<file path="src/rtl/scsi_dma_pkg.sv">
`timescale 1ns/1ps
package scsi_dma_pkg;
   typedef enum logic [1:0] {
      OP_IDLE  = 2'd0,
      OP_BLAST = 2'd1,
      OP_ABORT = 2'd2,
      OP_START = 2'd3
   } dma_op_e;

   localparam logic [3:0] IX_CMD  = 4'd0;
   localparam logic [3:0] IX_SCNT = 4'd1;
   localparam logic [3:0] IX_SADR = 4'd2;
   localparam logic [3:0] IX_WCNT = 4'd3;
   localparam logic [3:0] IX_WADR = 4'd4;
   localparam logic [3:0] IX_STAT = 4'd5;
   localparam logic [3:0] IX_SDSC = 4'd6;
   localparam logic [3:0] IX_WDSC = 4'd7;
   localparam logic [3:0] IX_CTL  = 4'd8;

   localparam int ST_PWDN = 0;
   localparam int ST_ERR  = 1;
   localparam int ST_ABT  = 2;
   localparam int ST_DONE = 3;
   localparam int ST_SINT = 4;
   localparam int ST_BLST = 5;
   localparam int ST_W    = 6;

   localparam int CB_DIE  = 6;
   localparam int CB_DIR  = 7;
   localparam int CMD_W   = 8;

   localparam logic [ST_W-1:0] ST_CLRMASK = 6'b001110;
endpackage

</file>
<file path="src/rtl/dma_edge_det.sv">
`timescale 1ns/1ps
module dma_edge_det (
   input  logic clk,
   input  logic rst_n,
   input  logic lvl_i,
   output logic rise_o,
   output logic fall_o
);
   logic prev_q;

   always_ff @(posedge clk) begin
      if (!rst_n) prev_q <= 1'b0;
      else        prev_q <= lvl_i;
   end

   assign rise_o = lvl_i & ~prev_q;
   assign fall_o = ~lvl_i & prev_q;
endmodule

</file>
<file path="src/rtl/dma_xfer_engine.sv">
`timescale 1ns/1ps
module dma_xfer_engine #(
   parameter int DATA_W = 32,
   parameter int LEN_W  = 16
) (
   input  logic              clk,
   input  logic              rst_n,
   input  logic              xq_valid_i,
   input  logic              xq_dir_i,
   input  logic [LEN_W-1:0]  xq_len_i,
   output logic              xq_ready_o,
   input  logic              cmd_dir_i,
   input  logic [DATA_W-1:0] wcnt_i,
   input  logic [DATA_W-1:0] wadr_i,
   output logic              adv_en_o,
   output logic [DATA_W-1:0] adv_len_o,
   output logic              mem_valid_o,
   input  logic              mem_ready_i,
   output logic [DATA_W-1:0] mem_addr_o,
   output logic [LEN_W-1:0]  mem_len_o,
   output logic              mem_dir_o
);
   if (LEN_W < 1 || LEN_W > DATA_W) begin : g_bad_len
      $error("dma_xfer_engine: LEN_W must be in 1..DATA_W");
   end

   logic [DATA_W-1:0] len_ext;
   logic [DATA_W-1:0] take;
   logic              busy_q;
   logic              accept;
   logic              match;

   if (LEN_W == DATA_W) begin : g_len_full
      assign len_ext = xq_len_i;
   end else begin : g_len_pad
      assign len_ext = {{(DATA_W-LEN_W){1'b0}}, xq_len_i};
   end

   assign take       = (len_ext > wcnt_i) ? wcnt_i : len_ext;
   assign xq_ready_o = ~busy_q;
   assign accept     = xq_valid_i & ~busy_q;
   assign match      = (xq_dir_i == cmd_dir_i);
   assign adv_en_o   = accept & match;
   assign adv_len_o  = take;
   assign mem_valid_o = busy_q;

   always_ff @(posedge clk) begin
      if (!rst_n) begin
         busy_q     <= 1'b0;
         mem_addr_o <= '0;
         mem_len_o  <= '0;
         mem_dir_o  <= 1'b0;
      end else if (busy_q) begin
         if (mem_ready_i) busy_q <= 1'b0;
      end else if (accept && match) begin
         busy_q     <= 1'b1;
         mem_addr_o <= wadr_i;
         mem_len_o  <= take[LEN_W-1:0];
         mem_dir_o  <= xq_dir_i;
      end
   end

   // request held steady until taken
   assert_mem_hold_R12: assert property (@(posedge clk) disable iff (!rst_n)
      (mem_valid_o && !mem_ready_i) |=>
         (mem_valid_o && $stable(mem_addr_o) && $stable(mem_len_o) && $stable(mem_dir_o)));

   // issued length never exceeds remaining count
   assert_len_clamp_R11: assert property (@(posedge clk) disable iff (!rst_n)
      adv_en_o |-> (adv_len_o <= wcnt_i && adv_len_o <= len_ext));

   // mismatching direction leaves the memory side idle
   assert_dir_drop_R10: assert property (@(posedge clk) disable iff (!rst_n)
      (xq_valid_i && xq_ready_o && (xq_dir_i != cmd_dir_i)) |=> !mem_valid_o);
endmodule

</file>
<file path="src/rtl/dma_chan_regs.sv">
`timescale 1ns/1ps
module dma_chan_regs
   import scsi_dma_pkg::*;
#(
   parameter int              DATA_W   = 32,
   parameter int              CLR_BIT  = 24,
   parameter logic [DATA_W-1:0] WADR_RST = '1,
   parameter logic [DATA_W-1:0] WDSC_RST = {{(DATA_W-2){1'b1}}, 2'b01}
) (
   input  logic              clk,
   input  logic              rst_n,
   input  logic              wr_i,
   input  logic              rd_i,
   input  logic [3:0]        idx_i,
   input  logic [DATA_W-1:0] wdata_i,
   output logic [DATA_W-1:0] rdata_o,
   input  logic              adv_en_i,
   input  logic [DATA_W-1:0] adv_len_i,
   input  logic              irq_rise_i,
   input  logic              irq_fall_i,
   output logic [DATA_W-1:0] wcnt_o,
   output logic [DATA_W-1:0] wadr_o,
   output logic              cmd_dir_o,
   output logic              irq_o,
   output logic              dma_en_o,
   output logic              cancel_o
);
   if (CLR_BIT < 0 || CLR_BIT >= DATA_W || DATA_W < CMD_W) begin : g_bad_cfg
      $error("dma_chan_regs: CLR_BIT out of range or DATA_W too small");
   end

   logic [CMD_W-1:0]  cmd_q;
   logic [DATA_W-1:0] scnt_q, sadr_q, sdsc_q, wcnt_q, wadr_q, wdsc_q, ctl_q;
   logic [ST_W-1:0]   st_q, st_n;
   logic              cmd_wr, start_go, w1c_mode;
   dma_op_e           op;

   assign op       = dma_op_e'(wdata_i[1:0]);
   assign cmd_wr   = wr_i && (idx_i == IX_CMD);
   assign start_go = cmd_wr && (op == OP_START);
   assign w1c_mode = ctl_q[CLR_BIT];

   // status next-state: command, then core edge, then clearing policy
   always_comb begin
      st_n = st_q;
      if (cmd_wr) begin
         if (op == OP_START)      st_n = '0;
         else if (op == OP_BLAST) st_n[ST_BLST] = 1'b1;
      end
      if (irq_rise_i) begin
         st_n[ST_SINT] = 1'b1;
         if (cmd_q[1:0] == OP_START && wcnt_q == '0) st_n[ST_DONE] = 1'b1;
      end
      if (irq_fall_i) st_n[ST_SINT] = 1'b0;
      if (wr_i && idx_i == IX_STAT && w1c_mode)
         st_n = st_n & ~(wdata_i[ST_W-1:0] & ST_CLRMASK);
      if (rd_i && idx_i == IX_STAT && !w1c_mode)
         st_n = st_n & ~ST_CLRMASK;
   end

   always_ff @(posedge clk) begin
      if (!rst_n) begin
         cmd_q    <= '0;
         scnt_q   <= '0;
         sadr_q   <= '0;
         sdsc_q   <= '0;
         ctl_q    <= '0;
         wcnt_q   <= '0;
         wadr_q   <= WADR_RST;
         wdsc_q   <= WDSC_RST;
         st_q     <= '0;
         dma_en_o <= 1'b0;
         cancel_o <= 1'b0;
      end else begin
         st_q     <= st_n;
         cancel_o <= cmd_wr && (op == OP_ABORT);
         if (cmd_wr) cmd_q <= wdata_i[CMD_W-1:0];
         if (wr_i && idx_i == IX_SCNT) scnt_q <= wdata_i;
         if (wr_i && idx_i == IX_SADR) sadr_q <= wdata_i;
         if (wr_i && idx_i == IX_SDSC) sdsc_q <= wdata_i;
         if (wr_i && idx_i == IX_CTL)  ctl_q  <= wdata_i;
         if (start_go) begin
            wcnt_q   <= scnt_q;
            wadr_q   <= sadr_q;
            wdsc_q   <= sdsc_q;
            dma_en_o <= 1'b1;
         end else begin
            if (adv_en_i) begin
               wcnt_q <= wcnt_q - adv_len_i;
               wadr_q <= wadr_q + adv_len_i;
            end
            if (cmd_wr && op == OP_IDLE) dma_en_o <= 1'b0;
         end
      end
   end

   always_comb begin
      case (idx_i)
         IX_CMD:  rdata_o = {{(DATA_W-CMD_W){1'b0}}, cmd_q};
         IX_SCNT: rdata_o = scnt_q;
         IX_SADR: rdata_o = sadr_q;
         IX_WCNT: rdata_o = wcnt_q;
         IX_WADR: rdata_o = wadr_q;
         IX_STAT: rdata_o = {{(DATA_W-ST_W){1'b0}}, st_q};
         IX_SDSC: rdata_o = sdsc_q;
         IX_WDSC: rdata_o = wdsc_q;
         IX_CTL:  rdata_o = ctl_q;
         default: rdata_o = '0;
      endcase
   end

   assign wcnt_o    = wcnt_q;
   assign wadr_o    = wadr_q;
   assign cmd_dir_o = cmd_q[CB_DIR];
   assign irq_o     = st_q[ST_SINT] | (cmd_q[CB_DIE] & st_q[ST_DONE]);

   // core interrupt edges move the SCSI-interrupt flag
   assert_rise_sint_R9: assert property (@(posedge clk) disable iff (!rst_n)
      irq_rise_i |=> st_q[ST_SINT]);
   assert_fall_sint_R9: assert property (@(posedge clk) disable iff (!rst_n)
      irq_fall_i |=> !st_q[ST_SINT]);

   // start loads the working copies
   assert_start_load_R3: assert property (@(posedge clk) disable iff (!rst_n)
      start_go |=> (wcnt_q == $past(scnt_q) && wadr_q == $past(sadr_q) && dma_en_o));

   // accepted transfer moves both counters by the same amount
   assert_advance_R11: assert property (@(posedge clk) disable iff (!rst_n)
      (adv_en_i && !start_go) |=>
         (wcnt_q == $past(wcnt_q - adv_len_i) && wadr_q == $past(wadr_q + adv_len_i)));

   // working count is not writable
   assert_wcnt_ro_R13: assert property (@(posedge clk) disable iff (!rst_n)
      (wr_i && idx_i == IX_WCNT && !adv_en_i && !start_go) |=> $stable(wcnt_q));

   // cancel only follows an abort command
   assert_cancel_src_R5: assert property (@(posedge clk) disable iff (!rst_n)
      cancel_o |-> $past(wr_i && idx_i == IX_CMD && wdata_i[1:0] == 2'd2));
endmodule

</file>
<file path="src/rtl/scsi_dma_chan.sv">
`timescale 1ns/1ps
module scsi_dma_chan #(
   parameter int DATA_W  = 32,
   parameter int LEN_W   = 16,
   parameter int CLR_BIT = 24
) (
   input  logic              clk,
   input  logic              rst_n,
   input  logic              reg_wr,
   input  logic              reg_rd,
   input  logic [3:0]        reg_idx,
   input  logic [DATA_W-1:0] reg_wdata,
   output logic [DATA_W-1:0] reg_rdata,
   input  logic              core_irq,
   output logic              irq_o,
   output logic              dma_en,
   output logic              core_cancel,
   input  logic              xq_valid,
   output logic              xq_ready,
   input  logic              xq_dir,
   input  logic [LEN_W-1:0]  xq_len,
   output logic              mem_valid,
   input  logic              mem_ready,
   output logic [DATA_W-1:0] mem_addr,
   output logic [LEN_W-1:0]  mem_len,
   output logic              mem_dir
);
   logic              irq_rise, irq_fall;
   logic              adv_en, cmd_dir;
   logic [DATA_W-1:0] adv_len, wcnt, wadr;

   dma_edge_det u_edge (
      .clk    (clk),
      .rst_n  (rst_n),
      .lvl_i  (core_irq),
      .rise_o (irq_rise),
      .fall_o (irq_fall)
   );

   dma_chan_regs #(
      .DATA_W  (DATA_W),
      .CLR_BIT (CLR_BIT)
   ) u_regs (
      .clk        (clk),
      .rst_n      (rst_n),
      .wr_i       (reg_wr),
      .rd_i       (reg_rd),
      .idx_i      (reg_idx),
      .wdata_i    (reg_wdata),
      .rdata_o    (reg_rdata),
      .adv_en_i   (adv_en),
      .adv_len_i  (adv_len),
      .irq_rise_i (irq_rise),
      .irq_fall_i (irq_fall),
      .wcnt_o     (wcnt),
      .wadr_o     (wadr),
      .cmd_dir_o  (cmd_dir),
      .irq_o      (irq_o),
      .dma_en_o   (dma_en),
      .cancel_o   (core_cancel)
   );

   dma_xfer_engine #(
      .DATA_W (DATA_W),
      .LEN_W  (LEN_W)
   ) u_xfer (
      .clk         (clk),
      .rst_n       (rst_n),
      .xq_valid_i  (xq_valid),
      .xq_dir_i    (xq_dir),
      .xq_len_i    (xq_len),
      .xq_ready_o  (xq_ready),
      .cmd_dir_i   (cmd_dir),
      .wcnt_i      (wcnt),
      .wadr_i      (wadr),
      .adv_en_o    (adv_en),
      .adv_len_o   (adv_len),
      .mem_valid_o (mem_valid),
      .mem_ready_i (mem_ready),
      .mem_addr_o  (mem_addr),
      .mem_len_o   (mem_len),
      .mem_dir_o   (mem_dir)
   );

   // no new request offered while one is outstanding
   assert_busy_block_R12: assert property (@(posedge clk) disable iff (!rst_n)
      mem_valid |-> !xq_ready);
endmodule

</file>
<file path="config.mk">
export PLATFORM = sky130hd
export DESIGN_NAME = scsi_dma_chan
export DESIGN_NICKNAME = d
export VERILOG_FILES = /design/src/rtl/scsi_dma_pkg.sv /design/src/rtl/dma_edge_det.sv /design/src/rtl/dma_xfer_engine.sv /design/src/rtl/dma_chan_regs.sv /design/src/rtl/scsi_dma_chan.sv
export SDC_FILE = /design/constraint.sdc
export NUM_CORES = 1
export LEC_CHECK = 0
export BUFFER_PORTS_ARGS = -buffer_cell sky130_fd_sc_hd__clkbuf_2
export CAP_MARGIN = 20
export CORE_UTILIZATION = 46
export CTS_CLUSTER_DIAMETER = 30
export DETAILED_ROUTE_END_ITERATION = 8
export GPL_TIMING_DRIVEN = 0
export PLACE_DENSITY = 0.73
export SYNTH_ARGS = -nofsm -noshare
export SYNTH_HDL_FRONTEND = slang
export SYNTH_HIERARCHICAL = 1
export SYNTH_SLANG_ARGS = --single-unit
</file>
<file path="constraint.sdc">
create_clock -name clk -period 8.9 [get_ports clk]
set_input_delay 1.335 -clock clk [delete_from_list [all_inputs] [get_ports clk]]
set_output_delay 1.335 -clock clk [all_outputs]
set_load 0.01 [all_outputs]
</file>
==> impl_metrics.ini <==
[outcome]
status = finished clean

[cts]
clock_latency_ns = 0.58
h-tree-depth = 3
clk_pin_slew_ns = 0.05
cts_tree = done
clock-sinks = 290
cts-resized-gates = 0
numCtsBuffers = 68
ctsHoldBuffers = 0
cts_setup_buffers = 0
clockRootBuffer = clkbuf_16
cts_buffer_depth = 3

[setup_path]
path_max_fanout = 10
arrival_ns = 6.18
cp.required_ns = 9.29
rr_worst_depth = 18
path_common_cell = a21oi_1
path_class = in -> reg
path_cells = clkbuf_2 > ha_1 > nand4_1 > nor3_1 > a21boi_2 > o311ai_4 > buf_6 > mux2_4 > ha_1 > fa_1 > a21oi_1 > nand4b_1 > a21oi_1 > o311ai_0 > a31oi_1 > a21oi_1 > xnor2_1 > o221ai_1
cp-start-kind = input port
crit_slowest_cell = o311ai_0
cp-end-kind = flip-flop
crit_path_max_incr_delay_ns = 0.71

[final_layout]
multi_input_area_um2 = 9728
diodes = 0
syn_to_final_growth_pct = 23.32
drive_gt1_share_pct = 14.85
nFillCells = 3178
nets = 2490
regArea_um2 = 5806
fin_util_pct = 58.23

[floorplanning]
placementRows = 68
die_x_um = 191.2
die-area_um2 = 36570
coreArea_um2 = 34880
start_util_pct = 47.22
pin_count = 146
chipHeight_um = 191.2

[synthesis]
avgSynthCellArea_um2 = 7.759
synth_top_area_share_pct = 35.24
synthFlopType = dfxtp_1
yosysTopAreaCell = dfxtp_1
synthArstFlopShare_pct = 0
synthesis.area_um2 = 16470
yosysSeqAreaShare_pct = 35.24
synth_area_leaders = dfxtp_1, nand2_1, a21oi_1, ha_1, a22oi_1
synth.distinct_cells = 82
ys_ff_latch = 290
yosys_warnings = 6
yosys-top-cells-count = nand2_1, dfxtp_1, a21oi_1, clkbuf_1, o21ai_0
synthCells = 2123
synth_edf_count = 0
synth_most_common_cell = nand2_1

[pwr]
power_per_cell_area_nw_per_um2 = 254.4
p_leak_nw = 8.155
ir_worst_vdd_v = 0.0001499

[detailed_routing]
drt_first_pass_iters = 8
postRouteWirelength_um = 67400
drt.antenna.violating_nets = 0
vias_per_cell = 6.160
drc = 0
first_iter_violations = 2754
vias = 17610
wl_per_cell_um = 23.57

[placed_design]
gp_congestion = 1.008
hpwl_um = 52040
post-place-ws_ns = 2.622
io_buffers = 141

[sta]
finalSetupViolCount = 0
relSlewSlack_pct = 26.70
min_period_ns = 5.790
skew_ns = 0.02870
final-max-slew-violation-count = 0
hold_violations = 0
rsz0062_at_grt = no
period_share_pct = 65.05
tightestPinTransition_ns = 1.091
max_freq_mhz = 172.7
setup_ws_ns = 3.110
fin_setup_tns_ns = 0

[global_route]
grt_max_degree = 11
grt_pass1_wl_um = 98730
grt_usage_pct = 36.33
grt_overflow = 0
grt_pass1_vias = 16380
antenna_found_initial = 1

[min_path]
min_path_type = reg -> reg
holdPathStages = 2

[job]
max_cap_viol_count = 0
[cells by family after synthesis]
group / Yosys count / synth area share (%)
flops: 290 / 35.24
compound gates: 682 / 27.38
buf+inv: 227 / 6.039
simple gates: 756 / 19.84
fa+ha+maj: 80 / 6.168
xor+xnor: 49 / 2.605
mux: 38 / 2.697
other cells: 1 / 0.02277
[path summary, 6_finish.rpt]
path / start / slack (ns) / to
setup / recovery: xq_len[15] / 3.11 / u_regs/wadr_o[26]
hold / removal: u_regs/st_q[2] / 0.45 / u_regs/st_q[2]
setup reg to reg: u_regs/wcnt_o[13] / 3.34 / u_regs/wadr_o[26]
hold reg to reg: u_regs/st_q[2] / 0.45 / u_regs/st_q[2]
[routing by layer]
layer	part of all wire, %	up-vias	track usage [%]
met1	40	8108	48.64
met5	0	-	0
met4	5.0	0	19.23
met3	13	229	9.032
met2	42	1222	53.50
li1	-	8052	-
[power by group]
group          internal (mW)  leakage, nW  switching (mW)  total, mW
logic                  0.382         4.58           0.609      0.991
registers               1.36         2.36           0.111       1.48
clock network           1.88         1.21           0.820       2.70
total                   3.63         8.16            1.54       5.17
[through the flow]
step / hold WS [ns] / cells / cell area (um^2) / power [mW]
finish: 0.4527 / 2859 / 20310 / 5.167
global route: 0.4707 / 2859 / 20310 / 5.337
CTS: 0.4444 / 2859 / 20310 / 5.136
detailed placement: 0.4371 / 2735 / 17810 / 2.433
global placement: 0.4358 / 2734 / 17800 / 2.418
floorplan: 0.4090 / 2138 / 16530 / 2.117
[state kept, by name, indices dropped and copies added, names as in the netlist, 4 cells and up, named ones only]
register           count
u_regs/wadr_o         32
u_regs/cmd_q           8
u_xfer/mem_addr_o     32
u_regs/wcnt_o         32
u_regs/st_q            4
u_regs/sdsc_q         32
u_regs/wdsc_q         32
u_regs/ctl_q          32
u_regs/scnt_q         32
u_regs/sadr_q         32
u_xfer/mem_len_o      16
[cell type report]
cell class | count | area share, %
buffer | 162 | 3.696
clock buffer | 83 | 9.418
clock inverter | 41 | 2.889
inverter | 65 | 1.201
multi-input combinational | 1621 | 47.89
sequential | 290 | 28.58
tap | 455 | 2.803
timing repair buffer | 142 | 3.523
[critical path: cells and delay by family]
| family | cells | cell delay, ns |
|---|---|---|
| compound gates | 8 | 2.43 |
| fa+ha+maj | 3 | 1.00 |
| xor+xnor | 1 | 0.22 |
| buf+inv | 2 | 0.35 |
| mux | 1 | 0.35 |
| simple gates | 3 | 0.47 |
[layout by cell type (no fill, tap or decap), types with 11 or more instances in the layout]
cell / count
nand2_1: 498
dfxtp_1: 290
a21oi_1: 247
clkbuf_2: 141
clkbuf_1: 120
o21ai_0: 79
ha_1: 78
clkbuf_16: 72
a22oi_1: 70
nor2_1: 67
inv_1: 63
nand3_1: 57
a21o_1: 37
xnor2_1: 36
a21boi_0: 36
a31oi_1: 31
a222oi_1: 28
nor3_1: 22
o211ai_1: 20
buf_4: 20
buf_2: 19
and3_1: 19
a211oi_1: 18
nand4_1: 17
mux2i_1: 17
conb_1: 16
o21a_1: 15
nor4_1: 13
o21bai_1: 13
xor2_1: 13
bufinv_16: 12
or3_1: 12
mux2_2: 11
Power figures use the tool's default switching activity.
